### config.mk
export PLATFORM = sky130hd
export DESIGN_NAME = isp_slave
export DESIGN_NICKNAME = d
export VERILOG_FILES = /design/src/rtl/isp_pkg.sv /design/src/rtl/isp_sck_filter.sv /design/src/rtl/isp_frame.sv /design/src/rtl/isp_bytemem.sv /design/src/rtl/isp_slave.sv
export SDC_FILE = /design/constraint.sdc
export NUM_CORES = 2
export LEC_CHECK = 0
export BUFFER_PORTS_ARGS = -buffer_cell sky130_fd_sc_hd__buf_2
export CORE_ASPECT_RATIO = 0.5
export CORE_MARGIN = 3
export CORE_UTILIZATION = 45
export DETAILED_ROUTE_END_ITERATION = 10
export GPL_TIMING_DRIVEN = 1
export PLACE_DENSITY = 0.68
export SYNTH_ARGS = -nofsm -noshare
export SYNTH_HDL_FRONTEND = slang
export SYNTH_SLANG_ARGS = --single-unit
### constraint.sdc
create_clock -name clk -period 2.76 [get_ports clk]
set_input_delay 0.138 -clock clk [delete_from_list [all_inputs] [get_ports clk]]
set_output_delay 0.138 -clock clk [all_outputs]
set_load 0.05 [all_outputs]
### src/rtl/isp_pkg.sv
package isp_pkg;

    typedef enum logic [1:0] {
        S_OFF  = 2'd0,
        S_DIS  = 2'd1,
        S_EN   = 2'd2,
        S_LOCK = 2'd3
    } isp_state_e;

    localparam logic [7:0] OP_PREFIX = 8'hAC;
    localparam logic [7:0] KEY_ENTER = 8'h53;
    localparam logic [7:0] KEY_WIPE  = 8'h80;
    localparam logic [7:0] OP_WR_EE  = 8'hC0;
    localparam logic [7:0] OP_RD_EE  = 8'hA0;
    localparam logic [7:0] OP_WR_PG  = 8'h40;
    localparam logic [7:0] OP_RD_PG  = 8'h20;

endpackage

### src/rtl/isp_sck_filter.sv
module isp_sck_filter #(
    parameter int MIN_W = 4
) (
    input  logic clk,
    input  logic rst_n,
    input  logic sck_in,
    output logic rise,
    output logic fall
);
    localparam int CW = $clog2(MIN_W + 1);

    logic          meta;
    logic          smp;
    logic          lvl;
    logic [CW-1:0] cnt;

    // Two-flop synchroniser, then a level is accepted only after MIN_W agreeing samples
    always_ff @(posedge clk or negedge rst_n) begin
        if (!rst_n) begin
            meta <= 1'b0;
            smp  <= 1'b0;
            lvl  <= 1'b0;
            cnt  <= '0;
            rise <= 1'b0;
            fall <= 1'b0;
        end else begin
            meta <= sck_in;
            smp  <= meta;
            rise <= 1'b0;
            fall <= 1'b0;
            if (smp == lvl) begin
                cnt <= '0;
            end else if (cnt == CW'(MIN_W - 1)) begin
                lvl  <= smp;
                cnt  <= '0;
                rise <= smp;
                fall <= !smp;
            end else begin
                cnt <= cnt + 1'b1;
            end
        end
    end
endmodule

### src/rtl/isp_frame.sv
module isp_frame (
    input  logic        clk,
    input  logic        rst_n,
    input  logic        clr,
    input  logic        rise,
    input  logic        fall,
    input  logic        din,
    input  logic [7:0]  load_val,
    output logic [31:0] shreg,
    output logic        done_q,
    output logic [1:0]  done_idx,
    output logic        miso
);
    logic [2:0] bit_cnt;
    logic [1:0] byte_idx;
    logic [7:0] out_sr;

    always_ff @(posedge clk or negedge rst_n) begin
        if (!rst_n) begin
            shreg    <= '0;
            bit_cnt  <= '0;
            byte_idx <= '0;
            out_sr   <= '0;
            done_q   <= 1'b0;
            done_idx <= '0;
            miso     <= 1'b0;
        end else if (clr) begin
            bit_cnt  <= '0;
            byte_idx <= '0;
            out_sr   <= '0;
            done_q   <= 1'b0;
            done_idx <= '0;
        end else begin
            done_q <= 1'b0;
            if (rise) begin
                shreg   <= {shreg[30:0], din};
                bit_cnt <= bit_cnt + 1'b1;
                if (bit_cnt == 3'd7) begin
                    done_q   <= 1'b1;
                    done_idx <= byte_idx;
                    byte_idx <= byte_idx + 1'b1;
                end
            end
            // the reply byte is loaded one cycle after a byte completes, ahead of the next fall
            if (done_q) begin
                out_sr <= load_val;
            end else if (fall) begin
                miso   <= out_sr[7];
                out_sr <= {out_sr[6:0], 1'b0};
            end
        end
    end
endmodule

### src/rtl/isp_bytemem.sv
module isp_bytemem #(
    parameter int ADDR_W     = 6,
    parameter bit AUTO_ERASE = 1'b1
) (
    input  logic              clk,
    input  logic              rst_n,
    input  logic              erase,
    input  logic              we,
    input  logic [ADDR_W-1:0] waddr,
    input  logic [7:0]        wdata,
    input  logic [ADDR_W-1:0] raddr,
    output logic [7:0]        rdata
);
    localparam int DEPTH = 1 << ADDR_W;

    logic [7:0] mem [DEPTH];
    logic [7:0] merged;

    generate
        if (AUTO_ERASE) begin : g_overwrite
            assign merged = wdata;
        end else begin : g_and_merge
            assign merged = mem[waddr] & wdata;
        end
    endgenerate

    always_ff @(posedge clk or negedge rst_n) begin
        if (!rst_n) begin
            for (int i = 0; i < DEPTH; i++) mem[i] <= 8'hFF;
        end else if (erase) begin
            for (int i = 0; i < DEPTH; i++) mem[i] <= 8'hFF;
        end else if (we) begin
            mem[waddr] <= merged;
        end
    end

    assign rdata = mem[raddr];
endmodule

### src/rtl/isp_slave.sv
module isp_slave
    import isp_pkg::*;
#(
    parameter int ADDR_W    = 6,
    parameter int PWRUP_CYC = 2000000,
    parameter int BUSY_CYC  = 4000,
    parameter bit FAST_CLK  = 1'b1
) (
    input  logic clk,
    input  logic rst_n,
    input  logic prog_rst,
    input  logic sck,
    input  logic mosi,
    output logic miso,
    output logic prog_en,
    output logic busy
);
    localparam int MIN_W = FAST_CLK ? 4 : 3;
    localparam int PW_W  = $clog2(PWRUP_CYC + 1);
    localparam int BZ_W  = $clog2(BUSY_CYC + 1);

    isp_state_e        state, nxt;
    logic              rst_meta, rst_s, mosi_meta, mosi_s;
    logic [PW_W-1:0]   pw_cnt;
    logic              pwr_ok;
    logic [BZ_W-1:0]   bz_cnt;
    logic              rise, fall;
    logic [31:0]       sh;
    logic              done_q;
    logic [1:0]        done_idx;
    logic              frame_done, frame_clr;
    logic [7:0]        next_out, ee_rdata, pg_rdata;
    logic              erase, ee_we, pg_we;
    logic [ADDR_W-1:0] rd_addr, wr_addr;

    always_ff @(posedge clk or negedge rst_n) begin
        if (!rst_n) begin
            rst_meta  <= 1'b1;
            rst_s     <= 1'b1;
            mosi_meta <= 1'b0;
            mosi_s    <= 1'b0;
        end else begin
            rst_meta  <= prog_rst;
            rst_s     <= rst_meta;
            mosi_meta <= mosi;
            mosi_s    <= mosi_meta;
        end
    end

    always_ff @(posedge clk or negedge rst_n) begin
        if (!rst_n) begin
            pw_cnt <= '0;
            pwr_ok <= 1'b0;
        end else if (!pwr_ok) begin
            pw_cnt <= pw_cnt + 1'b1;
            if (pw_cnt == PW_W'(PWRUP_CYC - 1)) pwr_ok <= 1'b1;
        end
    end

    isp_sck_filter #(.MIN_W(MIN_W)) u_filt (
        .clk(clk), .rst_n(rst_n), .sck_in(sck), .rise(rise), .fall(fall)
    );

    assign frame_clr = rst_s || (state == S_OFF);

    isp_frame u_frame (
        .clk(clk), .rst_n(rst_n), .clr(frame_clr), .rise(rise), .fall(fall),
        .din(mosi_s), .load_val(next_out), .shreg(sh), .done_q(done_q),
        .done_idx(done_idx), .miso(miso)
    );

    assign frame_done = done_q && (done_idx == 2'd3);
    assign rd_addr    = sh[ADDR_W-1:0];
    assign wr_addr    = sh[8 +: ADDR_W];

    // reply byte for the next byte slot
    always_comb begin
        next_out = 8'h00;
        unique case (done_idx)
            2'd1: next_out = sh[7:0];
            2'd2: begin
                if (state == S_EN && sh[23:16] == OP_RD_EE)      next_out = ee_rdata;
                else if (state == S_EN && sh[23:16] == OP_RD_PG) next_out = pg_rdata;
            end
            default: next_out = 8'h00;
        endcase
    end

    always_ff @(posedge clk or negedge rst_n) begin
        if (!rst_n) state <= S_OFF;
        else        state <= nxt;
    end

    always_comb begin
        nxt = state;
        unique case (state)
            S_OFF:  nxt = S_DIS;
            S_DIS: begin
                if (frame_done && sh[31:24] == OP_PREFIX) begin
                    if (sh[23:16] != KEY_ENTER) nxt = S_LOCK;
                    else if (pwr_ok)            nxt = S_EN;
                end
            end
            S_EN:   nxt = S_EN;
            S_LOCK: nxt = S_LOCK;
            default: nxt = S_OFF;
        endcase
        if (rst_s) nxt = S_OFF;
    end

    always_comb begin
        erase = 1'b0;
        ee_we = 1'b0;
        pg_we = 1'b0;
        unique case (state)
            S_EN: begin
                if (frame_done && !busy && !rst_s) begin
                    if (sh[31:24] == OP_PREFIX && sh[23:16] == KEY_WIPE) erase = 1'b1;
                    else if (sh[31:24] == OP_WR_EE)                      ee_we = 1'b1;
                    else if (sh[31:24] == OP_WR_PG)                      pg_we = 1'b1;
                end
            end
            default: ;
        endcase
    end

    assign prog_en = (state == S_EN);

    always_ff @(posedge clk or negedge rst_n) begin
        if (!rst_n)                      bz_cnt <= '0;
        else if (erase || ee_we || pg_we) bz_cnt <= BZ_W'(BUSY_CYC);
        else if (bz_cnt != '0)           bz_cnt <= bz_cnt - 1'b1;
    end

    assign busy = (bz_cnt != '0);

    isp_bytemem #(.ADDR_W(ADDR_W), .AUTO_ERASE(1'b1)) u_ee (
        .clk(clk), .rst_n(rst_n), .erase(erase), .we(ee_we), .waddr(wr_addr),
        .wdata(sh[7:0]), .raddr(rd_addr), .rdata(ee_rdata)
    );

    isp_bytemem #(.ADDR_W(ADDR_W), .AUTO_ERASE(1'b0)) u_pg (
        .clk(clk), .rst_n(rst_n), .erase(erase), .we(pg_we), .waddr(wr_addr),
        .wdata(sh[7:0]), .raddr(rd_addr), .rdata(pg_rdata)
    );
endmodule

---- After elaboration in Yosys (flattened, before gate mapping) ----
Index checks and enable logic that the tools add are counted.
storage, ports and cells
  register bits ........................... 1121
  output and inout port bits .............. 3
  bits of input ports ..................... 5
operators by class
  reduce and logical (&&, ||, !) cells .... 27
  add/sub/neg operators ................... 5
  multiplexer cells ....................... 61
  equal/unequal tests ..................... 19
  bitwise operators ....................... 6
  magnitude comparators ................... 3
operators with widths
  cell                     number
  $mux W512                4
  $bwmux W512              2
  $bmux W8 S6              3
  $mux W8                  12
  $demux W8 S6             1
  $eq A8 B8 Y1 const B     4
  $mux W12                 2
  $add A21 B1 Y21 const B  1
  $eq A21 B21 Y1 const B   1
  $mux W1                  21
  $mux W2                  10
  $pmux W8 S2              1
  $ge A7 B7 Y1 const B     2
  $not A6 Y7               2
  $mux W3                  4
  $reduce_bool A12 Y1      1
  $sub A12 B1 Y12 const B  1
  $reduce_bool A2 Y1       5
  $and A8 B8 Y8            1
  $eq A2 B2 Y1 const B     4
  $eq A8 B6 Y1 const B     1
  $eq A8 B7 Y1 const B     1
  $logic_and A1 B1 Y1      8
  $ne A8 B7 Y1 const B     1
  other kinds (17)         28

---- Depth between registers and ports, before layout ----
  depth in word-level cells ............... 9
  mapped depth ............................ 13

---- Cells and area by module ----
Synthesis repeated with hierarchy kept, for this count alone.
unflattened totals
  cells, all modules ...................... 5360
  area total of the unflattened synthesis .. 59040.4 sq um
modules (own cells, without submodules)
  module              instances  area each (sq um)  cells an instance  seq. area each (sq um)
  isp_bytemem (u_pg)  1          28117.0            2567               13452.9
  isp_bytemem (u_ee)  1          26246.4            2420               13452.9
  isp_slave           1          2208.4             217                1003.5
  isp_frame           1          2183.3             139                1226.2
  isp_sck_filter      1          285.3              17                 200.2

---- Worst setup path after synthesis ----
Ideal clock, no wire load.
  path kind ............................... register to register
  from .................................... register state[1]
  to ...................................... register u_pg.mem[113] (netlist name)
  library setup time ...................... 0.073 ns
  setup slack ............................. -0.255 ns
  clock period less this slack ............ 3.015 ns
  data arrival time ....................... 2.942 ns
  cell stages (with the launch flop) ...... 10
  path through ............................ dfrtp_1 > nor2b_1 > nand2_1 > or4_1 > buf_2 > buf_2 > buf_2 > nor3_1 > nor3_1 > a21oi_1
on the way
  longest elaborated chain between the ends .. 3
  elaborated cells on any way between the ends .. 5
RTL lines
  item                                             line               RTL
  start: declaration                               isp_slave.sv:22    isp_state_e state, nxt;
  start signal: assignment                         isp_slave.sv:91    else state <= nxt;
  $eq A2 B2 Y1 *                                   --
  via prog_en                                      isp_slave.sv:15    output logic prog_en,
  $mux W1                                          isp_slave.sv:115   unique case (state)
  $mux W512 or $reduce_bool A2 Y1 (tied branches)  --
  end signal: indexed assignment                   isp_bytemem.sv:33  mem[waddr] <= merged;
  end: declaration                                 isp_bytemem.sv:16  logic [7:0] mem [DEPTH];
The timed path passes the listed nets; every way through them passes the cells marked *.
A chain may end at the register's enable or synchronous reset.

---- Worst setup path in the final report ----
  from .................................... register u_frame.shreg[8]
  to ...................................... register u_pg.mem[114] (netlist name)
on the way
  longest elaborated chain between the ends .. 8
  elaborated cells on any way between the ends .. 13
RTL lines
  item                                                                  line                                  RTL
  start: declaration                                                    isp_frame.sv:9                        output logic [31:0] shreg,
  start signal: assignment                                              isp_frame.sv:36                       shreg <= {shreg[30:0], din};
  $not A6 Y7 (not written as such) *                                    isp_bytemem.sv:23, isp_bytemem.sv:33
  $ge A7 B7 Y1 (not written as such) (tied with other cells)            isp_bytemem.sv:33
  $logic_and A1 B1 Y1 (not written as such) or $mux W8 (tied branches)  isp_bytemem.sv:33, isp_bytemem.sv:23
  $mux W8 (on tied branches)                                            isp_bytemem.sv:33, isp_bytemem.sv:23
  $demux W8 S6 or $and A8 B8 Y8 (tied branches)                         isp_bytemem.sv:33, isp_bytemem.sv:23
  $bwmux W512 *                                                         isp_bytemem.sv:33
  $mux W512 *                                                           isp_bytemem.sv:32                     end else if (we) begin
  $mux W512 *                                                           isp_bytemem.sv:30                     end else if (erase) begin
Every way passes the cells marked *; elsewhere a longest branch is shown, timed or not. The select of a mux whose other input is x is not followed.

==> flow_summary.json <==
{
  "outcome": "finished, violations left",
  "violations": "negative setup slack",
  "synth_simple_gate_area_share_pct": 12.7,
  "synth_largest_type_area_fraction_pct": 45.7,
  "clk_pin_slew_ns": 0.08,
  "dr_total_vias": 53200,
  "cell_area_after_technology_mapping_um2": 59000,
  "power_frac_clock_pct": 43.4,
  "power_density_nw_per_um2": 495,
  "critPathCaptureType": "register",
  "htreeDepth": 3,
  "final_cells": 7942,
  "ys_ff_latch": 1121,
  "post_synth_fa_ha_maj_area_fraction_pct": 0.191,
  "drt_first_iter_violations": 7421,
  "hpwl_mm": 135,
  "timing.critical_path.from_type": "register",
  "synth_top_cell_by_area": "sky130_fd_sc_hd__dfstp_2",
  "fmax_ghz": 0.317,
  "synth_edf_count": 0,
  "io_buffers": 7,
  "num-fill-cells": 10400,
  "via_per_inst": 6.70,
  "cp_data_required_time_ns": 3.42,
  "drc_errors": 0,
  "synth_compound_gate_area_share_pct": 16.9,
  "r2r.worst_path.cells": 14,
  "grt_antenna_before_repair": 7,
  "antenna_violating_nets_post_route": 0,
  "hold_violations": 0,
  "setup_viol": 499,
  "grt_overflow": 0,
  "y_dimension_of_the_die_um": 262,
  "num_io_pins": 8,
  "drt_first_pass_iters": 6,
  "criticalPathCategory": "register to register",
  "ir_worst_vdd_v": 0.000505,
  "wl_per_cell_um": 27.9,
  "sw_frac_of_total_pct": 24.9,
  "synth_top_family_by_area": "compound AO/OA/AOI/OAI gates",
  "seq_power_share_pct": 45.1,
  "synthMuxAreaShare_pct": 15.9,
  "synthXorXnorAreaFrac_pct": 0.505,
  "crit_arrival_ns": 3.81,
  "power_mw": 36.8,
  "power.share.combinational_pct": 11.4,
  "final_min_period_ns": 3.15,
  "clkSinkCount": 1121,
  "hold_path.class": "primary input to async pin",
  "synth_async_sr_flop_share_pct": 100,
  "rrSetupSlack_ns": -0.39,
  "regToRegEndpoint": "u_pg.mem[114]",
  "layout.nets": 6107,
  "postSynthCellCount": 5699,
  "fin_area_um2": 74300,
  "number_of_warnings_issued_by_yosys": 0,
  "synth-main-ff-cell": "sky130_fd_sc_hd__dfstp_2",
  "fin_worst_hold_slack_ns": 0.0589,
  "synth.lib_cells_used.distinct": 76,
  "setup-tns-final_ns": -100.11,
  "tightestPinTransition_ns": 0.907,
  "cp_max_fo": 6,
  "clk_path_buf_depth": 3,
  "placed_cells_incl_taps": 7564,
  "vias_in_the_first_global_route": 50600,
  "gp_congestion": 0.989,
  "net_count_synth": 5713,
  "final-max-slew-violation-count": 0,
  "placed_area_um2": 65300,
  "fp.dieArea_um2": 136000,
  "postRouteWirelength_mm": 222,
  "share_of_final_layout_standard_cells_stronger_than_drive_strength_1_pct": 48.3,
  "setup_slack_ns": -0.395,
  "layout_skew_ns": 0.0443,
  "p_switching_mw": 9.14,
  "coreArea_um2": 129000,
  "post-route-period-util_pct": 114,
  "grt_setup_unrepaired": "yes",
  "cap_violations": 0,
  "timing.slew.headroom_pct": 39.5,
  "crit_path_start": "u_frame.shreg[8]",
  "clock_tree.root_cell": "sky130_fd_sc_hd__clkbuf_16",
  "power_leakage_nw": 28.7,
  "tritoncts_clock_tree": "yes",
  "rows": 93,
  "numCtsBuffers": 106,
  "reg2reg_from": "u_frame.shreg[8]",
  "gr-usage-all-layers_pct": 30.1,
  "global_route_wire_length_before_repair_mm": 316,
  "grt_max_degree": 168,
  "synth.top_cells.by_area": "sky130_fd_sc_hd__dfstp_2 (46%), sky130_fd_sc_hd__mux4_2 (12%), sky130_fd_sc_hd__o21ai_0 (8.3%), sky130_fd_sc_hd__nand3_1 (4.7%), sky130_fd_sc_hd__nand2_1 (4.3%)",
  "clkLatencyLatePin_ns": 0.77,
  "internal_power_mw": 27.6,
  "portion_of_the_post_synthesis_area_used_by_sequential_elements_pct": 49.7,
  "flow.area_growth_from_synthesis_pct": 25.9,
  "postSynthAreaPerCell_um2": 10.4,
  "initial_core_utilization_pct": 45.6,
  "chipWidth_um": 518
}
[through the flow]
step                utilization [%]  setup slack [ns]
global route                   57.4            -0.407
detailed placement             50.4            -0.296
global placement               50.4            -0.297
finish                         57.4            -0.395
floorplan                         -            0.0286
CTS                            54.4            -0.234
[metal layers]
layer / up-vias / part of all wire (%) / global-route usage, %
met2: 3662 / 44 / 45.9
met3: 916 / 12 / 8.35
met5: - / 0.018 / 0
met1: 26800 / 37 / 39.8
met4: 2 / 6.2 / 14.9
li1: 21900 / - / -
[cell type report]
type	instances	area (um^2)	share of cell area, %
antenna	5	12.5	0.0168
clock buffer	150	3110	4.19
clock inverter	45	632	0.851
inverter	15	62.6	0.0842
multi-input combinational	4021	29600	39.8
sequential	1121	29400	39.5
tap	1757	2200	2.96
timing repair buffer	828	9350	12.6
[sequential cells by signal, summed over array words and instances, names as in the netlist, 3 cells and up]
| register | flops |
|---|---|
| u_frame.out_sr | 8 |
| u_pg.mem | 512 |
| bz_cnt | 12 |
| u_ee.mem | 512 |
| u_frame.bit_cnt | 3 |
| pw_cnt | 21 |
| u_filt.cnt | 3 |
| u_frame.shreg | 32 |
[cell families (layout without fill, tap and decap cells)]
| family | count (synthesis) | count (layout) |
|---|---|---|
| adder cells (fa/ha/maj) | 9 | 9 |
| AO/OA/AOI/OAI | 1800 | 1800 |
| buffers and inverters | 557 | 1038 |
| flip-flops | 1121 | 1121 |
| XOR/XNOR | 34 | 34 |
| other | 0 | 5 |
| AND/OR/NAND/NOR | 1639 | 1639 |
| multiplexers | 539 | 539 |
[layout by cell type (no fill, tap or decap), types with 17 or more instances in the layout]
cell type and n:
sky130_fd_sc_hd__dfstp_2 1026, sky130_fd_sc_hd__o21ai_0 690, sky130_fd_sc_hd__nand2_1 649, sky130_fd_sc_hd__buf_4 546, sky130_fd_sc_hd__nand3_1 545, sky130_fd_sc_hd__a21oi_1 319
sky130_fd_sc_hd__mux4_2 310, sky130_fd_sc_hd__o21ai_2 210, sky130_fd_sc_hd__nor3_1 163, sky130_fd_sc_hd__mux2i_1 152, sky130_fd_sc_hd__clkbuf_16 145, sky130_fd_sc_hd__buf_12 140
sky130_fd_sc_hd__a21oi_2 133, sky130_fd_sc_hd__o21ai_1 92, sky130_fd_sc_hd__nor2_1 85, sky130_fd_sc_hd__dfrtp_1 84, sky130_fd_sc_hd__o22ai_1 66, sky130_fd_sc_hd__a22oi_1 65
sky130_fd_sc_hd__mux2_2 65, sky130_fd_sc_hd__nor2_2 59, sky130_fd_sc_hd__buf_6 53, sky130_fd_sc_hd__o31ai_1 42, sky130_fd_sc_hd__clkbuf_8 27, sky130_fd_sc_hd__nand2_2 24
sky130_fd_sc_hd__clkinv_2 23, sky130_fd_sc_hd__o21ai_4 21, sky130_fd_sc_hd__a22o_1 20, sky130_fd_sc_hd__buf_8 20, sky130_fd_sc_hd__xnor2_1 19, sky130_fd_sc_hd__a221oi_2 17
sky130_fd_sc_hd__a21oi_4 17, sky130_fd_sc_hd__buf_16 17
[power by group through the flow]
stage,logic [mW],registers [mW],clock network (mW)
2_1_floorplan,2.07,16.8,0
3_3_place_gp,3.58,16.8,0
3_5_place_dp,3.64,16.8,0
4_1_cts,3.82,16.6,16.1
5_1_grt,4.46,16.6,16.8
6_report,4.21,16.6,16.0
[synth_stat cells, drive strengths merged, types with 47 or more instances]
cell    count
dfstp    1026
a22oi      74
o21ai    1013
nand3     550
o31ai      47
clkbuf    393
a21oi     469
mux2       72
nand2     675
dfrtp      95
o22ai      71
nor3      173
mux4      310
mux2i     157
buf       149
nor2      148
[worst max path at each step]
stage                         end  slack [ns]
global route        u_pg.mem[116]       -0.41
global placement    u_pg.mem[412]       -0.30
finish              u_pg.mem[114]       -0.39
floorplan           u_pg.mem[423]        0.03
CTS                 u_pg.mem[340]       -0.23
detailed placement  u_pg.mem[212]       -0.30
[worst max-delay path, stage by stage, from the launching register on]
cell and delay, ns:
sky130_fd_sc_hd__dfrtp_4 0.52, sky130_fd_sc_hd__buf_12 0.16, sky130_fd_sc_hd__buf_8 0.14, sky130_fd_sc_hd__buf_6 0.12, sky130_fd_sc_hd__mux2_4 0.29, sky130_fd_sc_hd__a221oi_2 0.24, sky130_fd_sc_hd__a31oi_1 0.08, sky130_fd_sc_hd__o21ai_1 0.23
sky130_fd_sc_hd__buf_4 0.21, sky130_fd_sc_hd__o211ai_1 0.18, sky130_fd_sc_hd__o31ai_4 0.27, sky130_fd_sc_hd__buf_6 0.16, sky130_fd_sc_hd__buf_12 0.14, sky130_fd_sc_hd__buf_12 0.16, sky130_fd_sc_hd__o21ai_0 0.11
[repair_timing]
action	4_1_cts	5_1_grt
endpoints found under the setup margin	635	669
gates resized for setup	175	796
endpoints found under the hold margin	123	0
setup buffers	47	64
hold buffers	6	0
gates cloned	17	49
pin swaps	13	285
Note: power is estimated with default switching activity, not from simulation.
